$ cat config.mk
export PLATFORM = sky130hd
export DESIGN_NAME = rtc_tick_timer
export DESIGN_NICKNAME = d
export VERILOG_FILES = /design/src/rtl/rtc_tick_pkg.sv /design/src/rtl/rtc_ctrl_regs.sv /design/src/rtl/rtc_div_stage.sv /design/src/rtl/rtc_prescaler.sv /design/src/rtl/rtc_count_core.sv /design/src/rtl/rtc_periodic.sv /design/src/rtl/rtc_tick_timer.sv
export SDC_FILE = /design/constraint.sdc
export NUM_CORES = 1
export LEC_CHECK = 0
export CORE_MARGIN = 2
export CORE_UTILIZATION = 40
export CTS_CLUSTER_SIZE = 24
export DETAILED_ROUTE_END_ITERATION = 8
export DONT_BUFFER_PORTS = 1
export HOLD_SLACK_MARGIN = 0.05
export PLACE_DENSITY_LB_ADDON = 0.1
export SLEW_MARGIN = 20
export SYNTH_ARGS = -nofsm -noshare
export SYNTH_HDL_FRONTEND = slang
export SYNTH_SLANG_ARGS = --single-unit
export TNS_END_PERCENT = 5
$ cat constraint.sdc
create_clock -name clk_i -period 2.6 [get_ports clk_i]
set_input_delay 0.52 -clock clk_i [delete_from_list [all_inputs] [get_ports clk_i]]
set_output_delay 0.52 -clock clk_i [all_outputs]
set_load 0.02 [all_outputs]
$ cat src/rtl/rtc_tick_pkg.sv
package rtc_tick_pkg;
  localparam int unsigned CTRL_W = 32;
  localparam int unsigned CMP_W  = 12;
  localparam int unsigned PER_W  = 10;
  localparam int unsigned SEL_W  = 2;
  localparam int unsigned SRC_N  = 1 << SEL_W;

  // Field order is fixed: cnt_en lands on bit 31, per_val on bits 9:0.
  typedef struct packed {
    logic              cnt_en;
    logic              rtc_ie;
    logic              frz_en;
    logic              rov_en;
    logic [CMP_W-1:0]  cmp_val;
    logic              per_en;
    logic              per_ie;
    logic [SEL_W-1:0]  src_sel;
    logic              div512_en;
    logic              div32_en;
    logic [PER_W-1:0]  per_val;
  } ctrl_t;
endpackage

$ cat src/rtl/rtc_ctrl_regs.sv
module rtc_ctrl_regs
  import rtc_tick_pkg::*;
#(
  parameter int unsigned SYNC_STAGES = 2
) (
  input  logic              clk_i,
  input  logic              rst_ni,
  input  logic              we_i,
  input  logic [CTRL_W-1:0] wdata_i,
  output ctrl_t             ctrl_o,
  output logic              lrst_no
);
  ctrl_t ctrl_q, ctrl_d;
  logic  arst_n;
  logic [SYNC_STAGES-1:0] sync_q;

  always_comb begin
    ctrl_d = ctrl_q;
    if (we_i) ctrl_d = ctrl_t'(wdata_i);
  end

  always_ff @(posedge clk_i or negedge rst_ni) begin
    if (!rst_ni) ctrl_q <= '0;
    else         ctrl_q <= ctrl_d;
  end

  // Local reset: asserted at once when the enable is low, released through a synchronizer.
  assign arst_n = rst_ni & ctrl_q.cnt_en;

  always_ff @(posedge clk_i or negedge arst_n) begin
    if (!arst_n) sync_q <= '0;
    else         sync_q <= {sync_q[SYNC_STAGES-2:0], 1'b1};
  end

  assign ctrl_o  = ctrl_q;
  assign lrst_no = sync_q[SYNC_STAGES-1];
endmodule

$ cat src/rtl/rtc_div_stage.sv
module rtc_div_stage #(
  parameter int unsigned W = 5
) (
  input  logic clk_i,
  input  logic rst_ni,
  input  logic en_i,
  input  logic tick_i,
  output logic tick_o
);
  logic [W-1:0] cnt_q, cnt_d;
  logic         at_top;

  assign at_top = &cnt_q;

  always_comb begin
    cnt_d = cnt_q;
    if (!en_i)       cnt_d = '0;
    else if (tick_i) cnt_d = cnt_q + 1'b1;
  end

  always_ff @(posedge clk_i or negedge rst_ni) begin
    if (!rst_ni) cnt_q <= '0;
    else         cnt_q <= cnt_d;
  end

  assign tick_o = en_i ? (tick_i & at_top) : tick_i;
endmodule

$ cat src/rtl/rtc_prescaler.sv
module rtc_prescaler
  import rtc_tick_pkg::*;
#(
  parameter int unsigned FIRST_W  = 5,
  parameter int unsigned SECOND_W = 9
) (
  input  logic             clk_i,
  input  logic             rst_ni,
  input  logic [SRC_N-1:0] src_tick_i,
  input  logic [SEL_W-1:0] sel_i,
  input  logic             run_i,
  input  logic             first_en_i,
  input  logic             second_en_i,
  output logic             tick_o
);
  localparam int unsigned N_STAGE = 2;
  localparam int unsigned STAGE_W [N_STAGE] = '{FIRST_W, SECOND_W};

  logic [N_STAGE:0]   chain;
  logic [N_STAGE-1:0] stage_en;

  assign chain[0]  = src_tick_i[sel_i] & run_i;
  assign stage_en  = {second_en_i, first_en_i};

  for (genvar g = 0; g < N_STAGE; g++) begin : g_stage
    rtc_div_stage #(.W(STAGE_W[g])) u_div (
      .clk_i  (clk_i),
      .rst_ni (rst_ni),
      .en_i   (stage_en[g]),
      .tick_i (chain[g]),
      .tick_o (chain[g+1])
    );
  end

  assign tick_o = chain[N_STAGE];
endmodule

$ cat src/rtl/rtc_count_core.sv
module rtc_count_core #(
  parameter int unsigned CNT_W   = 32,
  parameter int unsigned CMP_LSB = 10,
  parameter int unsigned CMP_W   = 12
) (
  input  logic             clk_i,
  input  logic             rst_ni,
  input  logic             tick_i,
  input  logic [CMP_W-1:0] cmp_val_i,
  output logic [CNT_W-1:0] cnt_o,
  output logic             match_o,
  output logic             roll_o
);
  logic [CNT_W-1:0] cnt_q, cnt_d, cnt_inc;
  logic             hit_now, hit_next;

  assign cnt_inc  = cnt_q + 1'b1;
  assign hit_now  = (cnt_q[CMP_LSB +: CMP_W] == cmp_val_i);
  assign hit_next = (cnt_inc[CMP_LSB +: CMP_W] == cmp_val_i);

  always_comb begin
    cnt_d = cnt_q;
    if (tick_i) cnt_d = cnt_inc;
  end

  always_ff @(posedge clk_i or negedge rst_ni) begin
    if (!rst_ni) cnt_q <= '0;
    else         cnt_q <= cnt_d;
  end

  assign match_o = tick_i & (|cmp_val_i) & hit_next & ~hit_now;
  assign roll_o  = tick_i & (&cnt_q);
  assign cnt_o   = cnt_q;
endmodule

$ cat src/rtl/rtc_periodic.sv
module rtc_periodic #(
  parameter int unsigned PER_W = 10
) (
  input  logic             clk_i,
  input  logic             rst_ni,
  input  logic             en_i,
  input  logic             tick_i,
  input  logic [PER_W-1:0] val_i,
  output logic             evt_o
);
  logic [PER_W-1:0] cnt_q, cnt_d, cnt_inc;
  logic             reach;

  assign cnt_inc = cnt_q + 1'b1;
  assign reach   = tick_i & (|val_i) & (cnt_inc == val_i);

  always_comb begin
    cnt_d = cnt_q;
    if (!en_i)       cnt_d = '0;
    else if (reach)  cnt_d = '0;
    else if (tick_i) cnt_d = cnt_inc;
  end

  always_ff @(posedge clk_i or negedge rst_ni) begin
    if (!rst_ni) cnt_q <= '0;
    else         cnt_q <= cnt_d;
  end

  assign evt_o = en_i & reach;
endmodule

$ cat src/rtl/rtc_tick_timer.sv
module rtc_tick_timer
  import rtc_tick_pkg::*;
#(
  parameter int unsigned CNT_W   = 32,
  parameter int unsigned CMP_LSB = 10
) (
  input  logic              clk_i,
  input  logic              rst_ni,
  input  logic [3:0]        src_tick_i,
  input  logic              dbg_i,
  input  logic              ctrl_we_i,
  input  logic [31:0]       ctrl_wdata_i,
  output logic [31:0]       ctrl_o,
  input  logic              stat_we_i,
  input  logic [1:0]        stat_wdata_i,
  output logic [CNT_W-1:0]  cnt_o,
  output logic              rtc_flag_o,
  output logic              api_flag_o,
  output logic              rtc_irq_o,
  output logic              api_irq_o,
  output logic              wakeup_o
);
  localparam int unsigned STAT_RTC = 1;
  localparam int unsigned STAT_API = 0;

  ctrl_t ctrl;
  logic  lrst_n, run, tick, match, roll, per_evt;
  logic  rtc_q, rtc_d, api_q, api_d, wake_q, wake_d;

  rtc_ctrl_regs #(.SYNC_STAGES(2)) u_regs (
    .clk_i   (clk_i),
    .rst_ni  (rst_ni),
    .we_i    (ctrl_we_i),
    .wdata_i (ctrl_wdata_i),
    .ctrl_o  (ctrl),
    .lrst_no (lrst_n)
  );

  assign run = ~(ctrl.frz_en & dbg_i);

  rtc_prescaler #(.FIRST_W(5), .SECOND_W(9)) u_pre (
    .clk_i       (clk_i),
    .rst_ni      (lrst_n),
    .src_tick_i  (src_tick_i),
    .sel_i       (ctrl.src_sel),
    .run_i       (run),
    .first_en_i  (ctrl.div32_en),
    .second_en_i (ctrl.div512_en),
    .tick_o      (tick)
  );

  rtc_count_core #(.CNT_W(CNT_W), .CMP_LSB(CMP_LSB), .CMP_W(CMP_W)) u_core (
    .clk_i     (clk_i),
    .rst_ni    (lrst_n),
    .tick_i    (tick),
    .cmp_val_i (ctrl.cmp_val),
    .cnt_o     (cnt_o),
    .match_o   (match),
    .roll_o    (roll)
  );

  rtc_periodic #(.PER_W(PER_W)) u_per (
    .clk_i  (clk_i),
    .rst_ni (lrst_n),
    .en_i   (ctrl.per_en),
    .tick_i (tick),
    .val_i  (ctrl.per_val),
    .evt_o  (per_evt)
  );

  // Set beats clear in the same cycle.
  always_comb begin
    wake_d = roll & ctrl.rov_en;
    rtc_d  = match | wake_d | (rtc_q & ~(stat_we_i & stat_wdata_i[STAT_RTC]));
    api_d  = per_evt | (api_q & ~(stat_we_i & stat_wdata_i[STAT_API]));
  end

  always_ff @(posedge clk_i or negedge lrst_n) begin
    if (!lrst_n) begin
      rtc_q  <= 1'b0;
      api_q  <= 1'b0;
      wake_q <= 1'b0;
    end else begin
      rtc_q  <= rtc_d;
      api_q  <= api_d;
      wake_q <= wake_d;
    end
  end

  assign ctrl_o     = ctrl;
  assign rtc_flag_o = rtc_q;
  assign api_flag_o = api_q;
  assign rtc_irq_o  = rtc_q & ctrl.rtc_ie;
  assign api_irq_o  = api_q & ctrl.per_ie;
  assign wakeup_o   = wake_q;
endmodule

==> flow_summary.yaml <==
outcome:
  status: "completed"
critical_path:
  critical_path_class: "reg -> reg"
  crit_path_top_delay_cell: "or4_4"
  crit_start: "u_pre.g_stage[0].u_div.cnt_q[0]"
  start_kind: "flip-flop"
  critPathMaxStageDelay_ns: 0.53
  r2r_start: "u_pre.g_stage[0].u_div.cnt_q[0]"
  worstPathArrival_ns: 2.73
  cp_cell_sequence: "ha_1, and3_1, ha_1, nand2b_1, and3_4, nand2_4, or4_4, or3_4, buf_4, nand3_2, a21oi_1"
  cp_max_fo: 4
  reg2reg_slack_ns: 0.07
  cp.depth: 11
  setup.worst_path.end: "u_per.cnt_q[1]"
  reg2reg_depth: 11
  critPathTopFamily: "simple AND/OR/NAND/NOR gates"
  end_kind: "flip-flop"
  cp_common_cell: "ha_1"
  critical_path_buf_inv_count: 1
  rr_endpoint: "u_per.cnt_q[1]"
  required_ns: 2.80
die:
  rows: 40
  die_w_um: 116
  die-area_um2: 13400
  die_h_um: 116
  io_pins: 112
  start_util: 0.413
  core-area_um2: 12100
power_and_ir_drop:
  p_leak_uw: 0.00246
  p_per_area_nw_per_um2: 595
  peakVddDrop_v: 0.000309
  total_power_uw: 3430
yosys:
  syn_nets: 537
  synthArstFlopShare: 1.00
  synthSimpleGateAreaFrac: 0.213
  yosysWarnings: 0
  synth_edf_count: 0
  syn_area_per_cell_um2: 10.2
  yosysTopAreaCell: "dfrtp_1"
  synth_top_family_by_area: "simple AND/OR/NAND/NOR gates"
  synthXorXnorAreaFrac: 0.121
  ys_seq_elements: 93
  synth_top_area_share: 0.466
  synth_compound_area_frac: 0.0686
  ys_seq_area_frac: 0.466
  synth.area.top_cells: "dfrtp_1, xnor2_1, mux2_2"
  syn_inst: 488
  synthFlopType: "dfrtp_1"
  syn_area_um2: 5000
  yosys.area_share.adder: 0.0170
  synth_mux_area_frac: 0.0781
  ys_types: 57
sta:
  post-route-period-util: 0.972
  setup_violations: 0
  fmax_mhz: 396
  relSlewSlack: 0.534
  rsz0062_at_grt: "true"
  period_needed_ns: 2.53
  worst_pin_slew_ns: 0.699
  hold_viol: 0
  holdWs_ns: 0.281
  clock_skew_ns: 0.00867
  maxSlewViolCount: 0
layout:
  drive_gt1_frac: 0.217
  final_cell_mix: "dfrtp_1, nand2_1, xnor2_1, buf_4, mux2_2"
  area_growth_pct: 15.4
  final_common_cell: "dfrtp_1"
  num-nets-final: 565
  n_fill_cell: 1157
clock_network:
  numCtsBuffers: 9
  clkTransAtPathRegs_ns: 0.06
  cts_tree: "yes"
  htree_levels: 3
  cts_sinks: 93
  cts_root_buf: "clkbuf_16"
  clock_latency_ns: 0.34
  cts_buffer_depth: 2
  post_cts_buffers: 0
placement:
  portBuffers: 0
  globalplace.congestion: 0.850
  dp_hpwl_um: 8810
grt:
  grt_util_all_layers: 0.182
  antenna_found_initial: 0
  grt-ovfl-total: 0
  grt_first_pass_wirelength_um: 18700
  grt_pass1_vias: 3648
  grt_max_degree: 35
flow_run:
  drv_cap: 0
route:
  viasPerCell: 5.33
  first_pass_iters: 4
  detail-route-antenna-nets: 0
  vias: 3683
  routed-wl-met3_um: 728
  drt-met1-wl_um: 5630
  route.met2.wl_um: 5300
  routedWlPerCell_um: 17.1
  wl_um: 11800
  drt_iter0_drc: 185
  drc_errors: 0
  routed.top_layer: "met4"
min_path:
  hold_class: "in -> reg"
==> sequential cells by signal, indices dropped and copies added (netlist names) <==
register / cells
u_regs.sync_q: 2
api_flag_o: 1
u_per.cnt_q: 10
wakeup_o: 1
u_regs.ctrl_o: 32
rtc_flag_o: 1
u_pre.g_stage.u_div.cnt_q: 14
u_core.cnt_o: 32
==> report_power, final <==
| part | switching, uW | internal [uW] | total, uW | leakage [uW] |
|---|---|---|---|---|
| Combinational | 269 | 226 | 495 | 0.00112 |
| Sequential | 154 | 1540 | 1690 | 0.00120 |
| Clock | 545 | 702 | 1250 | 0.000136 |
| Total | 967 | 2460 | 3430 | 0.00246 |
==> how the worst min path moves through the flow <==
stage	start	cells after the start	end	slack, ns
after detailed placement	rst_ni	0	u_regs.ctrl_o[3]	0.23
after global routing	ctrl_we_i	1	u_regs.ctrl_o[15]	0.26
final	ctrl_we_i	1	u_regs.ctrl_o[0]	0.28
after floorplan	rst_ni	0	u_regs.ctrl_o[0]	0.22
after CTS	ctrl_we_i	1	u_regs.ctrl_o[0]	0.26
after global placement	rst_ni	0	u_regs.ctrl_o[3]	0.23
==> layer usage <==
metal | global-route usage | up-vias
met5 | 0 | -
met4 | 0.0627 | 0
met3 | 0.0486 | 15
met2 | 0.277 | 111
met1 | 0.254 | 1791
li1 | - | 1766
==> what timing repair did <==
action,CTS,global route
setup endpoints to repair,0,10
hold endpoints to repair,34,0
gates resized for setup,0,4
hold buffers,2,0
==> worst reg2reg max path, stage by stage, from the launching register on <==
cell and delay [ns]:
dfrtp_1 0.35, ha_1 0.16, and3_1 0.18, ha_1 0.13, nand2b_1 0.11, and3_4 0.21
nand2_4 0.06, or4_4 0.53, or3_4 0.38, buf_4 0.16, nand3_2 0.07, a21oi_1 0.06
==> cells in the mapped netlist (4+ instances only) <==
master / count
dfrtp_1: 93
nand2_1: 50
xnor2_1: 48
mux2_2: 30
nor2_1: 24
clkbuf_1: 22
nand3_1: 21
xor2_1: 21
nand4_1: 16
nor4_1: 14
and2_1: 12
and3_1: 11
nor3_1: 8
o21ai_1: 8
or3_1: 8
a21oi_1: 6
ha_1: 6
nor2b_1: 6
o21ai_0: 6
o21ai_2: 6
a21boi_0: 5
a31oi_1: 5
inv_1: 5
buf_2: 4
nand2b_1: 4
==> layout make-up <==
cell class	instances	area [um2]	share of cell area
Clock inverter	3	21.3	0.00369
Multi-Input combinational cell	356	2510	0.436
Sequential cell	93	2330	0.404
Clock buffer	13	260	0.0451
Tap cell	168	210	0.0365
Antenna cell	2	5.00	0.000868
Inverter	5	18.8	0.00325
Timing Repair Buffer	51	410	0.0712
==> cells by family after synthesis <==
| logic type | Yosys count |
|---|---|
| other | 1 |
| buffers and inverters | 39 |
| flip-flops | 93 |
| XOR/XNOR | 69 |
| AO/OA/AOI/OAI | 50 |
| adder cells (fa/ha/maj) | 7 |
| AND/OR/NAND/NOR | 195 |
| multiplexers | 34 |
==> through the flow <==
step	instances	TNS (ns)	cell area, um2	setup slack [ns]	utilization
final	691	0	5770	0.0728	0.476
after global routing	689	-0.0968	5760	-0.0291	0.476
after CTS	689	0	5740	0.0336	0.474
after detailed placement	671	0	5430	0.0660	0.448
after global placement	671	0	5430	0.105	0.448
after floorplan	488	0	5000	0.0914	-
Note: power is estimated with default switching activity, not from simulation.
